===== config.mk =====
export PLATFORM = sky130hd
export DESIGN_NAME = hostbus_front
export DESIGN_NICKNAME = d
export VERILOG_FILES = /design/src/rtl/hostbus_pkg.sv /design/src/rtl/hb_sync.sv /design/src/rtl/hb_par_fsm.sv /design/src/rtl/hb_ser_fsm.sv /design/src/rtl/hostbus_front.sv
export SDC_FILE = /design/constraint.sdc
export NUM_CORES = 1
export LEC_CHECK = 0
export ABC_AREA = 1
export BUFFER_PORTS_ARGS = -buffer_cell sky130_fd_sc_hd__buf_4
export CORE_MARGIN = 4
export CORE_UTILIZATION = 50
export CTS_CLUSTER_DIAMETER = 120
export CTS_CLUSTER_SIZE = 24
export DETAILED_ROUTE_END_ITERATION = 10
export HOLD_SLACK_MARGIN = 0.15
export PLACE_DENSITY = 0.77
export SKIP_CTS_REPAIR_TIMING = 1
export SYNTH_ARGS = -nofsm -noshare
export SYNTH_HDL_FRONTEND = slang
export SYNTH_SLANG_ARGS = --single-unit

===== constraint.sdc =====
create_clock -name clk -period 2.3 [get_ports clk]
set_input_delay 0.46 -clock clk [delete_from_list [all_inputs] [get_ports clk]]
set_output_delay 0.46 -clock clk [all_outputs]
set_load 0.02 [all_outputs]

===== src/rtl/hostbus_pkg.sv =====
`timescale 1ns/1ps
package hostbus_pkg;

    typedef enum logic [1:0] {
        MODE_I80     = 2'b00,
        MODE_M68     = 2'b01,
        MODE_SER     = 2'b10,
        MODE_SER_ALT = 2'b11
    } bus_mode_e;

    typedef enum logic [1:0] {
        P_IDLE,
        P_WR_HOLD,
        P_RD_HOLD
    } par_state_e;

    typedef enum logic {
        S_OFF,
        S_SHIFT
    } ser_state_e;

    // bit positions inside the synchronized pin vector
    localparam int unsigned PIN_CSN   = 0;
    localparam int unsigned PIN_A0    = 1;
    localparam int unsigned PIN_RE    = 2;
    localparam int unsigned PIN_WR    = 3;
    localparam int unsigned PIN_SCL   = 4;
    localparam int unsigned PIN_SI    = 5;
    localparam int unsigned PIN_COUNT = 6;

endpackage


===== src/rtl/hb_sync.sv =====
`timescale 1ns/1ps
module hb_sync #(
    parameter int unsigned     W       = 1,
    parameter int unsigned     STAGES  = 2,
    parameter logic [W-1:0]    RST_VAL = '0
) (
    input  logic         clk,
    input  logic         rst,
    input  logic [W-1:0] d,
    output logic [W-1:0] q
);

    logic [W-1:0] stg [STAGES];

    for (genvar g = 0; g < STAGES; g++) begin : g_stage
        if (g == 0) begin : g_first
            always_ff @(posedge clk) begin
                if (rst) stg[g] <= RST_VAL;
                else     stg[g] <= d;
            end
        end else begin : g_next
            always_ff @(posedge clk) begin
                if (rst) stg[g] <= RST_VAL;
                else     stg[g] <= stg[g-1];
            end
        end
    end

    assign q = stg[STAGES-1];

endmodule


===== src/rtl/hb_par_fsm.sv =====
`timescale 1ns/1ps
module hb_par_fsm
    import hostbus_pkg::*;
#(
    parameter int unsigned DW = 8
) (
    input  logic          clk,
    input  logic          rst,
    input  logic          wr_lvl,
    input  logic          rd_lvl,
    input  logic          a0_s,
    input  logic [DW-1:0] d_raw,
    output logic          wr_stb,
    output logic          wr_a0,
    output logic [DW-1:0] wr_byte,
    output logic          rd_stb,
    output logic          rd_a0,
    output logic          rd_busy
);

    par_state_e st, st_nxt;

    // state register
    always_ff @(posedge clk) begin
        if (rst) st <= P_IDLE;
        else     st <= st_nxt;
    end

    // next-state logic
    always_comb begin
        st_nxt = st;
        unique case (st)
            P_IDLE: begin
                if (wr_lvl)      st_nxt = P_WR_HOLD;
                else if (rd_lvl) st_nxt = P_RD_HOLD;
            end
            P_WR_HOLD: if (!wr_lvl) st_nxt = P_IDLE;
            P_RD_HOLD: if (!rd_lvl) st_nxt = P_IDLE;
            default:   st_nxt = P_IDLE;
        endcase
    end

    // outputs: data keeps being captured while the write level holds,
    // so the value at release is the one delivered
    always_ff @(posedge clk) begin
        if (rst) begin
            wr_stb  <= 1'b0;
            wr_a0   <= 1'b0;
            wr_byte <= '0;
            rd_stb  <= 1'b0;
            rd_a0   <= 1'b0;
        end else begin
            wr_stb <= 1'b0;
            rd_stb <= 1'b0;
            if (st != P_RD_HOLD && wr_lvl) begin
                wr_byte <= d_raw;
                wr_a0   <= a0_s;
            end
            if (st == P_WR_HOLD && !wr_lvl) begin
                wr_stb <= 1'b1;
            end
            if (st == P_IDLE && !wr_lvl && rd_lvl) begin
                rd_stb <= 1'b1;
                rd_a0  <= a0_s;
            end
        end
    end

    assign rd_busy = (st == P_RD_HOLD);

endmodule


===== src/rtl/hb_ser_fsm.sv =====
`timescale 1ns/1ps
module hb_ser_fsm
    import hostbus_pkg::*;
#(
    parameter int unsigned DW = 8
) (
    input  logic          clk,
    input  logic          rst,
    input  logic          en,
    input  logic          csn_s,
    input  logic          scl_s,
    input  logic          si_s,
    input  logic          a0_s,
    output logic          wr_stb,
    output logic          wr_a0,
    output logic [DW-1:0] wr_byte
);

    localparam int unsigned   CW   = (DW > 1) ? $clog2(DW) : 1;
    localparam logic [CW-1:0] LAST = CW'(DW - 1);

    ser_state_e    st, st_nxt;
    logic [CW-1:0] cnt;
    logic [DW-1:0] shreg;
    logic [DW-1:0] shreg_nxt;
    logic          scl_q;
    logic          rise;

    assign rise      = scl_s & ~scl_q;
    assign shreg_nxt = {shreg[DW-2:0], si_s};

    // state register
    always_ff @(posedge clk) begin
        if (rst) st <= S_OFF;
        else     st <= st_nxt;
    end

    // next-state logic
    always_comb begin
        st_nxt = st;
        unique case (st)
            S_OFF:   if (en && !csn_s) st_nxt = S_SHIFT;
            S_SHIFT: if (!en || csn_s) st_nxt = S_OFF;
            default: st_nxt = S_OFF;
        endcase
    end

    // outputs and shift datapath
    always_ff @(posedge clk) begin
        if (rst) begin
            scl_q   <= 1'b0;
            cnt     <= '0;
            shreg   <= '0;
            wr_stb  <= 1'b0;
            wr_a0   <= 1'b0;
            wr_byte <= '0;
        end else begin
            scl_q  <= scl_s;
            wr_stb <= 1'b0;
            if (st != S_SHIFT) begin
                cnt <= '0;
            end else if (rise && !csn_s) begin
                shreg <= shreg_nxt;
                if (cnt == LAST) begin
                    cnt     <= '0;
                    wr_stb  <= 1'b1;
                    wr_byte <= shreg_nxt;
                    wr_a0   <= a0_s;
                end else begin
                    cnt <= cnt + 1'b1;
                end
            end
        end
    end

endmodule


===== src/rtl/hostbus_front.sv =====
`timescale 1ns/1ps
module hostbus_front
    import hostbus_pkg::*;
#(
    parameter int unsigned DW         = 8,
    parameter int unsigned SYNC_DEPTH = 2
) (
    input  logic          clk,
    input  logic          rst,
    input  logic [1:0]    mode_sel,
    input  logic          bus_csn,
    input  logic          bus_a0,
    input  logic          bus_rdn_e,
    input  logic          bus_wrn_rw,
    input  logic [DW-1:0] bus_d_in,
    input  logic          bus_scl,
    input  logic          bus_si,
    input  logic [DW-1:0] rd_value,
    output logic [DW-1:0] bus_d_out,
    output logic          bus_d_oe,
    output logic          wr_stb,
    output logic          wr_is_data,
    output logic [DW-1:0] wr_byte,
    output logic          rd_stb,
    output logic          rd_is_data
);

    // idle values: deselected, strobes inactive for the pulse-low convention
    localparam logic [PIN_COUNT-1:0] PIN_IDLE =
        PIN_COUNT'((1 << PIN_CSN) | (1 << PIN_RE) | (1 << PIN_WR));

    bus_mode_e            mode;
    logic [PIN_COUNT-1:0] pin_raw, pin_s;
    logic                 csn_s, a0_s, re_s, wr_s, scl_s, si_s;
    logic                 wr_lvl, rd_lvl, ser_en;

    logic          p_wr_stb, p_wr_a0, p_rd_stb, p_rd_a0, p_busy;
    logic [DW-1:0] p_byte;
    logic          s_wr_stb, s_wr_a0;
    logic [DW-1:0] s_byte;

    assign mode = bus_mode_e'(mode_sel);

    always_comb begin
        pin_raw          = '0;
        pin_raw[PIN_CSN] = bus_csn;
        pin_raw[PIN_A0]  = bus_a0;
        pin_raw[PIN_RE]  = bus_rdn_e;
        pin_raw[PIN_WR]  = bus_wrn_rw;
        pin_raw[PIN_SCL] = bus_scl;
        pin_raw[PIN_SI]  = bus_si;
    end

    hb_sync #(.W(PIN_COUNT), .STAGES(SYNC_DEPTH), .RST_VAL(PIN_IDLE)) u_sync (
        .clk (clk),
        .rst (rst),
        .d   (pin_raw),
        .q   (pin_s)
    );

    assign csn_s = pin_s[PIN_CSN];
    assign a0_s  = pin_s[PIN_A0];
    assign re_s  = pin_s[PIN_RE];
    assign wr_s  = pin_s[PIN_WR];
    assign scl_s = pin_s[PIN_SCL];
    assign si_s  = pin_s[PIN_SI];

    // bus convention decode into read / write levels
    always_comb begin
        wr_lvl = 1'b0;
        rd_lvl = 1'b0;
        ser_en = 1'b0;
        unique case (mode)
            MODE_I80: begin
                wr_lvl = ~csn_s & ~wr_s;
                rd_lvl = ~csn_s & ~re_s;
            end
            MODE_M68: begin
                wr_lvl = ~csn_s & re_s & ~wr_s;
                rd_lvl = ~csn_s & re_s & wr_s;
            end
            default: ser_en = 1'b1;
        endcase
    end

    hb_par_fsm #(.DW(DW)) u_par (
        .clk     (clk),
        .rst     (rst),
        .wr_lvl  (wr_lvl),
        .rd_lvl  (rd_lvl),
        .a0_s    (a0_s),
        .d_raw   (bus_d_in),
        .wr_stb  (p_wr_stb),
        .wr_a0   (p_wr_a0),
        .wr_byte (p_byte),
        .rd_stb  (p_rd_stb),
        .rd_a0   (p_rd_a0),
        .rd_busy (p_busy)
    );

    hb_ser_fsm #(.DW(DW)) u_ser (
        .clk     (clk),
        .rst     (rst),
        .en      (ser_en),
        .csn_s   (csn_s),
        .scl_s   (scl_s),
        .si_s    (si_s),
        .a0_s    (a0_s),
        .wr_stb  (s_wr_stb),
        .wr_a0   (s_wr_a0),
        .wr_byte (s_byte)
    );

    // unified internal strobe
    assign wr_stb     = p_wr_stb | s_wr_stb;
    assign wr_is_data = ser_en ? s_wr_a0 : p_wr_a0;
    assign wr_byte    = ser_en ? s_byte  : p_byte;
    assign rd_stb     = p_rd_stb;
    assign rd_is_data = p_rd_a0;

    // tri-state model toward the host
    assign bus_d_oe   = p_busy;
    assign bus_d_out  = p_busy ? rd_value : '0;

endmodule


==> results_dict.tcl, run 1 <==
set metrics [dict create \
    drcViolationCount 0 \
    antenna_found_initial 0 \
    detail-route-antenna-nets 0 \
    layout_min_cycle_time_ns 1.841 \
    cts.clk_slew.worst_paths_ns 0.08 \
    dr.first_iter.drc_count 73 \
    fin_worst_skew_ns 0.008170 \
    syn-num-nets 276 \
    place_area_um2 2282 \
    status "complete, no violations" \
    grt_max_degree 25 \
    fill_cells 350 \
    yosys_warnings 0 \
    synth_common_cells "54 x nor2_1, 53 x nand2_1, 48 x dfxtp_1" \
    grt_use_total_pct 14.57 \
    pwr-share-clk_pct 38.4 \
    drive_above_1_share_pct 25.00 \
    powerDensity_nw_per_um2 631.8 \
    io_pins 47 \
    critPathMaxFanout 8 \
    root_buffer "clkbuf_8" \
    pwr-share-comb_pct 5.5 \
    first_pass_iters 4 \
    finalMaxSlewViolations 0 \
    clk_latency_ns 0.29 \
    dp_hpwl_mm 2.729 \
    crit_path_max_incr_delay_ns 0.37 \
    final-hold-violation-count 0 \
    gp_congestion 0.8062 \
    worstSetupEndpointType "output pin" \
    dp_worst_setup_slack_ns 0.6188 \
    wl_per_cell_um 10.44 \
    required_ns 1.84 \
    cts_made_buffers 5 \
    synthCells 248 \
    area_growth_pct 24.75 \
    cp-start-kind "flop" \
    rsz0062_at_grt "no" \
    final_cells 344 \
    fin_nets 323 \
    diodes 0 \
    path_cells "inv_1 > nor2_4 > inv_1 > nor2_1 > buf_4" \
    clock-sinks 48 \
    synth-seq-cells 48 \
    routed_wl_mm 3.590 \
    p_total_mw 1.510 \
    via_count 1589 \
    die_area_um2 4885 \
    seq_power_share_pct 56.2 \
    vias_per_cell 4.619 \
    die_w_um 69.90 \
    cts_tree "yes" \
    synth.largest_area_cell "dfxtp_1" \
    ys_seq_area_share_pct 50.16 \
    synth_cell_types 24 \
    dp_cells 336 \
    hold_path.class "input pin to flop" \
    finish.utilization_pct 64.79 \
    timing_worst_setup_path_type "flop to output pin" \
    async_reset_ff_share_pct 0 \
    cp_slowest_cell "dfxtp_1" \
    overflow 0 \
    maxCapViolCount 0 \
    yosys-top-cells-area "dfxtp_1 50%, nor2_1 11%, nand2_1 10%" \
    die_h_um 69.90 \
    grt_pass1_vias 1382 \
    port_buffers 46 \
    setup_slack_ns 0.4593 \
    rows 22 \
    holdWs_ns 0.3486 \
    cp.arrival_ns 1.38 \
    tightestPinTransition_ns 0.3353 \
    cpMostUsedCell "inv_1" \
    synthFlopType "dfxtp_1" \
    internal_power_mw 1.207 \
    htreeDepth 2 \
    slew_headroom_pct 77.61 \
    p_sw_mw 0.3030 \
    yosys.area.top_type_share_pct 50.16 \
    synth_edf_count 0 \
    grt_pass1_wl_mm 5.892 \
    initial_core_util_pct 51.93 \
    ir_worst_vdd_mv 0.7319 \
    synth_area_um2 1916 \
    setup_viol_count_final 0 \
    p_leak_nw 1.268 \
    fin_crit_sh_pct 80.03 \
    setup_tns_ns 0 \
    yosysMostFrequentCell "nor2_1" \
    core_um2 3689 \
    syn_area_per_cell_um2 7.724 \
    cts_buffer_depth 2 \
    swShare_pct 20.07 \
    clock.fmax_mhz 543.3 \
    final_area_um2 2390 \
]
routing by layer:
metal / track usage (%) / wire (um) / up-vias
met1: 17.40 / 1658 / 700
met4: 3.191 / 25 / 0
met5: 0 / 0 / -
li1: - / - / 850
met2: 24.87 / 1672 / 36
met3: 5.468 / 234 / 3
critical path, delay by kind of cell (launching register included):
family	cells	cell delay (ns)
flops	1	0.37
buf+inv	3	0.41
simple gates	2	0.31
final timing paths:
kind | endpoint | start | slack, ns | cells past startpoint
max reg2reg | u_ser.wr_byte[6] | u_ser.cnt[0] | 1.02 | 6
min reg2reg | u_sync.stg[1][4] | u_sync.stg[0][4] | 0.40 | 2
max | bus_d_out[3] | u_par.st[1] | 0.46 | 5
min | u_sync.stg[0][2] | bus_rdn_e | 0.35 | 2
cell usage in the layout, fill, tap and decap left out, drive strengths merged:
cell / instances
ha: 2
clkinv: 2
nand3: 11
inv: 29
bufinv: 1
a21oi: 8
o21ai: 16
nand4: 2
nand2: 55
dfxtp: 48
nor3: 2
buf: 46
nor2: 60
o21a: 1
clkbuf: 6
or2: 7
logic make-up (layout without fill, tap and decap cells):
group / Yosys count / in the layout / synth area share (%)
AOI/OAI and AO/OA: 25 / 25 / 6.858
buffers and inverters: 36 / 84 / 7.903
adders and majority gates: 2 / 2 / 1.306
DFF: 48 / 48 / 50.16
and+or+nand+nor: 137 / 137 / 33.77
power by group through the flow:
stage	Clock, mW	Combinational [mW]	Sequential [mW]
6_report	0.579	0.0825	0.848
5_1_grt	0.628	0.0920	0.850
4_1_cts	0.598	0.0839	0.848
3_5_place_dp	0	0.0837	0.868
3_3_place_gp	0	0.0820	0.868
2_1_floorplan	0	0.0407	0.867
flip-flops by register name, indices dropped and copies added (netlist names):
| name | cells |
|---|---|
| u_par.wr_a0 | 1 |
| u_ser.st | 1 |
| u_ser.shreg | 7 |
| u_par.rd_a0 | 1 |
| u_ser.wr_byte | 8 |
| u_ser.cnt | 3 |
| u_par.st | 2 |
| u_ser.wr_stb | 1 |
| u_par.rd_stb | 1 |
| u_par.wr_stb | 1 |
| u_par.wr_byte | 8 |
| u_ser.wr_a0 | 1 |
| u_ser.scl_q | 1 |
| u_sync.stg | 12 |
final cells by class:
cell class	instances	area [um2]	area share (%)
clock buffer	6	72.57	3.037
clock inverter	2	35.03	1.466
inverter	30	112.6	4.712
multi-input combinational	164	803.3	33.61
sequential	48	960.9	40.21
tap	48	60.06	2.513
timing repair buffer	46	345.3	14.45
Power figures use the tool's default switching activity.
==> inputs of run 2 (changes only) <==
CORE_UTILIZATION = 47   (was 50)
PLACE_DENSITY = 0.75   (was 0.77)
clock period = 1.6 ns   (was 2.3 ns; I/O delays follow)
==> run 2 against run 1 <==
Against the previous run: utilization is 0.56 points lower; non-clock buffer count is 4 higher; final cell count is 1.2% higher; via count is 1.5% higher; setup slack worse by 0.37 ns; clock skew is 0.0039 ns lower; clock power is 56% higher; die area is 5.6% higher; design area is 2.1% higher; sequential share of layout area is 0.77 points lower; routed wire length is 5.6% higher; total power is 49% higher; highest routed layer unchanged.
==> results_dict.tcl, run 2 (synthesized netlist as in run 1, its figures left out) <==
set metrics [dict create \
    status "complete, no violations" \
    clock.fmax_mhz 663.5 \
    r2r_setup_slack_ns 0.27 \
    powerDensity_nw_per_um2 922.0 \
    clock-sinks 48 \
    tightestPinTransition_ns 0.2695 \
    cts_buffer_depth 2 \
    clk_latency_ns 0.30 \
    path_cells "inv_2 > nor2_4 > inv_4 > nor2_1 > buf_4" \
    die_area_um2 5161 \
    drcViolationCount 0 \
    largest_register "u_sync.stg" \
    die_h_um 71.84 \
    cp-start-kind "flop" \
    grt_pass1_vias 1462 \
    cts_tree "yes" \
    ir_worst_vdd_mv 0.8845 \
    cts.clk_slew.worst_paths_ns 0.09 \
    largest_register_ffs 12 \
    cp_slowest_cell "dfxtp_2" \
    fin_nets 327 \
    detail-route-antenna-nets 0 \
    r2r-start "u_ser.cnt[0]" \
    worstSetupEndpointType "output pin" \
    final_cells 348 \
    maxCapViolCount 0 \
    worstRegToRegCells 6 \
    antenna_found_initial 0 \
    critPathMaxFanout 8 \
    dp_hpwl_mm 2.819 \
    layout_common_cells "53 x nor2_1, 53 x nand2_1, 50 x buf_4" \
    holdPathStages 2 \
    p_leak_nw 1.295 \
    initial_core_util_pct 50.43 \
    gp_congestion 0.7482 \
    grt_pass1_wl_mm 6.306 \
    dr.first_iter.drc_count 101 \
    fin_crit_sh_pct 94.19 \
    final-hold-violation-count 0 \
    rsz0062_at_grt "no" \
    min_from "bus_rdn_e" \
    grt_use_total_pct 15.44 \
    io_pins 47 \
    die_w_um 71.84 \
    setup_tns_ns 0 \
    overflow 0 \
    rows 22 \
    cp.arrival_ns 1.19 \
    vias_per_cell 4.635 \
    first_pass_iters 4 \
    diodes 0 \
    crit_path_max_incr_delay_ns 0.35 \
    min_to "u_sync.stg[0][2]" \
    port_buffers 46 \
    hold_path.class "input pin to flop" \
    via_count 1613 \
    reg_top3 "u_sync.stg (12), u_par.wr_byte (8), u_ser.wr_byte (8)" \
    timing_worst_setup_path_type "flop to output pin" \
    fin_worst_skew_ns 0.004316 \
    cts_made_buffers 5 \
    crit_family "flip-flops" \
    p_total_mw 2.250 \
    root_buffer "clkbuf_8" \
    slew_headroom_pct 82.01 \
    required_ns 1.28 \
    setup_viol_count_final 0 \
    finalMaxSlewViolations 0 \
    drive_above_1_share_pct 27.67 \
    dp_cells 338 \
    core_um2 3799 \
    rr_endpoint "u_ser.wr_byte[6]" \
    layout_min_cycle_time_ns 1.507 \
    htreeDepth 2 \
    routed_wl_mm 3.791 \
    cp.depth 5 \
    grt_max_degree 23 \
    area_growth_pct 27.37 \
    path_buf_inv 3 \
    wl_per_cell_um 10.89 \
]
-- run 2: cell types whose count changed in the layout (fill, tap and decap cells not counted), sizes merged --
cell | before | now
buf | 46 | 50
-- run 2: per-stage QoR --
stage / hold slack, ns / instance area (um2) / util (%) / setup slack, ns
final: 0.1987 / 2440 / 64.23 / 0.09289
after global placement: 0.3892 / 2297 / 60.47 / 0.2234
after global routing: 0.1820 / 2440 / 64.23 / 0.004221
after floorplan: 0.3883 / 1916 / - / 0.1663
after detailed placement: 0.3916 / 2297 / 60.47 / 0.1959
after CTS: 0.1896 / 2419 / 63.67 / -0.1163
-- run 2: routing by layer --
layer	vias up	global-route usage, %	routed length [um]
li1	865	-	-
met1	700	18.78	1758
met2	43	25.10	1726
met3	5	4.628	247
met4	0	6.889	59
met5	-	0	0
-- run 2: worst register-to-register path: cells and delay by family, from the launching register on --
family	cells	cell delay (ns)
flops	1	0.37
fa+ha+maj	2	0.48
simple gates	4	0.42
-- run 2: worst max path at each step --
| stage | startpoint | to | slack (ns) |
|---|---|---|---|
| 2_1_floorplan | u_par.st[1] | bus_d_out[0] | 0.17 |
| 3_3_place_gp | mode_sel[1] | wr_byte[1] | 0.22 |
| 3_5_place_dp | mode_sel[1] | wr_byte[1] | 0.20 |
| 4_1_cts | u_par.st[1] | bus_d_out[4] | -0.12 |
| 5_1_grt | u_par.st[1] | bus_d_out[3] | 0.004 |
| 6_report | u_par.st[1] | bus_d_out[2] | 0.09 |
-- run 2: cell type report --
class / count / area, um2
fill: 331 / 1359
multi-input combinational: 164 / 805.8
timing repair buffer: 50 / 375.4
clock buffer: 6 / 82.58
sequential: 48 / 962.2
tap: 48 / 60.06
clock inverter: 2 / 38.79
inverter: 30 / 115.1
-- run 2: where the power goes --
part / total (mW) / internal [mW] / leakage (nW) / switching (mW)
clock network: 0.905 / 0.511 / 0.0614 / 0.394
logic: 0.125 / 0.0636 / 0.844 / 0.0616
registers: 1.22 / 1.21 / 0.390 / 0.00833
==> inputs of run 3 (changes only) <==
==> constraint.sdc (replaced) <==
create_clock -name clk -period 1.6 [get_ports clk]
set_input_delay 0.32 -clock clk [delete_from_list [all_inputs] [get_ports clk]]
set_output_delay 0.32 -clock clk [all_outputs]
set_load 0.01 [all_outputs]
==> run 3 against run 2 <==
Against the previous run: the flow now finishes with violations (negative setup slack); sequential share of layout area increased by 0.53 points; largest power group unchanged; sequential power about the same; clock power down 20%; sequential cell count unchanged; total power fell by 8.1%; critical endpoint is now bus_d_out[5]; first-iteration DRC count rose by 35%; register-to-register slack better by 0.04 ns; global-route usage decreased by 0.22 points; routed wire length is 4.8% lower; clock skew rose by 0.00061 ns; utilization fell by 0.86 points; setup slack got worse by 0.19 ns.
==> results_dict.tcl, run 3 (synthesized netlist as in run 1, its figures left out) <==
set metrics [dict create \
    routed_wl_mm 3.610 \
    critPathMaxFanout 8 \
    vias_per_cell 4.602 \
    clk_latency_ns 0.30 \
    first_pass_iters 4 \
    maxCapViolCount 0 \
    worstSetupEndpointType "output pin" \
    setup_slack_ns -0.09932 \
    cp.arrival_ns 1.38 \
    cts_made_buffers 5 \
    grt_busiest_layer "met2" \
    drive_above_1_share_pct 27.76 \
    violations "negative setup slack" \
    detail-route-antenna-nets 0 \
    clock.fmax_mhz 588.5 \
    grt_use_met3_pct 6.171 \
    die_area_um2 5161 \
    io_pins 47 \
    crit_path_max_incr_delay_ns 0.36 \
    ir_worst_vdd_mv 0.5528 \
    final-hold-violation-count 0 \
    cp_slowest_cell "dfxtp_2" \
    timing_worst_setup_path_type "flop to output pin" \
    final_common_cell "nand2_1" \
    htreeDepth 2 \
    crit_family "buffers and inverters" \
    die_h_um 71.84 \
    grt_max_degree 25 \
    p_sw_mw 0.4482 \
    core_um2 3799 \
    reg_top3 "u_sync.stg (12), u_par.wr_byte (8), u_ser.wr_byte (8)" \
    via_count 1597 \
    internal_power_mw 1.618 \
    layout_min_cycle_time_ns 1.699 \
    cts.clk_slew.worst_paths_ns 0.08 \
    slew_headroom_pct 76.67 \
    initial_core_util_pct 50.43 \
    hold_path.class "input pin to flop" \
    rsz0062_at_grt "yes" \
    overflow 0 \
    area_growth_pct 25.67 \
    largest_register "u_sync.stg" \
    use_met2_pct 23.78 \
    die_w_um 71.84 \
    grt_pass1_vias 1405 \
    largest_register_ffs 12 \
    layout_common_cells "53 x nand2_1, 52 x nor2_1, 49 x buf_4" \
    swShare_pct 21.69 \
    grt_use_total_pct 15.23 \
    grt_use_met1_pct 18.81 \
    setup_viol_count_final 8 \
    root_buffer "clkbuf_8" \
    path_cells "inv_2 > nor2_4 > clkinvlp_4 > nor2_2 > buf_4" \
    port_buffers 46 \
    clock-sinks 48 \
    tightestPinTransition_ns 0.3494 \
    status "finished, violations left" \
    diodes 0 \
    fin_nets 326 \
    required_ns 1.28 \
    drcViolationCount 0 \
    wl_per_cell_um 10.40 \
    fin_worst_skew_ns 0.004922 \
    seq_power_share_pct 59.0 \
    p_leak_nw 1.277 \
    powerDensity_nw_per_um2 858.4 \
    gp_congestion 0.7520 \
    p_total_mw 2.066 \
    cp-start-kind "flop" \
    finalMaxSlewViolations 0 \
    pwr-share-comb_pct 5.8 \
    antenna_found_initial 0 \
    fin_crit_sh_pct 106.2 \
    holdWs_ns 0.2013 \
    rows 22 \
    cts_buffer_depth 2 \
    path_buf_inv 3 \
    grt_pass1_wl_mm 6.203 \
    pwr-share-clk_pct 35.2 \
    cts_tree "yes" \
    dp_hpwl_mm 2.690 \
    dr.first_iter.drc_count 136 \
]
[run 3: cell count changes in the layout (fill, tap and decap cells not counted), sizes merged]
cell / change
clkinvlp: +1
bufinv: -1
inv: -1
buf: -1
clkinv: +1
[run 3: final cells by class]
type                       instances  area [um2]
fill                             350        1391
sequential                        48       962.2
multi-input combinational        164       808.3
timing repair buffer              49       367.9
inverter                          30       116.4
clock buffer                       6       82.58
tap                               48       60.06
clock inverter                     2       10.01
[run 3: worst reg2reg max path, cell delays in order (launching register included)]
cell and delay (ns):
dfxtp_1 0.36, ha_1 0.16, ha_1 0.30, nand2_4 0.16, nor2_8 0.14, nand2_1 0.06
nand2_1 0.05
[run 3: path summary, 6_finish.rpt]
| kind | from | endpoint | slack [ns] | cells past startpoint |
|---|---|---|---|---|
| max | u_par.st[1] | bus_d_out[5] | -0.1 | 5 |
| min | bus_rdn_e | u_sync.stg[0][2] | 0.20 | 2 |
| max reg2reg | u_ser.cnt[0] | u_ser.wr_byte[4] | 0.31 | 6 |
| min reg2reg | u_sync.stg[0][5] | u_sync.stg[1][5] | 0.40 | 2 |
[run 3: through the flow]
stage | setup WS, ns | cells | area (um2) | setup TNS (ns) | util (%)
6_report | -0.09932 | 347 | 2407 | -0.6578 | 63.37
5_1_grt | -0.2023 | 347 | 2407 | -1.570 | 63.37
4_1_cts | -0.1235 | 345 | 2382 | -0.8068 | 62.71
3_5_place_dp | 0.2194 | 337 | 2290 | 0 | 60.28
3_3_place_gp | 0.2513 | 337 | 2290 | 0 | 60.28
2_1_floorplan | 0.3530 | 248 | 1916 | 0 | -
[run 3: power by group through the flow]
stage               logic, mW  registers, mW  clock network (mW)
floorplan              0.0566           1.25                   0
global placement        0.118           1.25                   0
detailed placement      0.121           1.25                   0
CTS                     0.121           1.22               0.755
global route            0.137           1.22               0.811
finish                  0.121           1.22               0.727
[run 3: per-layer routing]
metal / wire [um] / vias up
li1: - / 859
met1: 1623 / 693
met2: 1688 / 43
met3: 274 / 2
met4: 23 / 0
met5: 0 / -
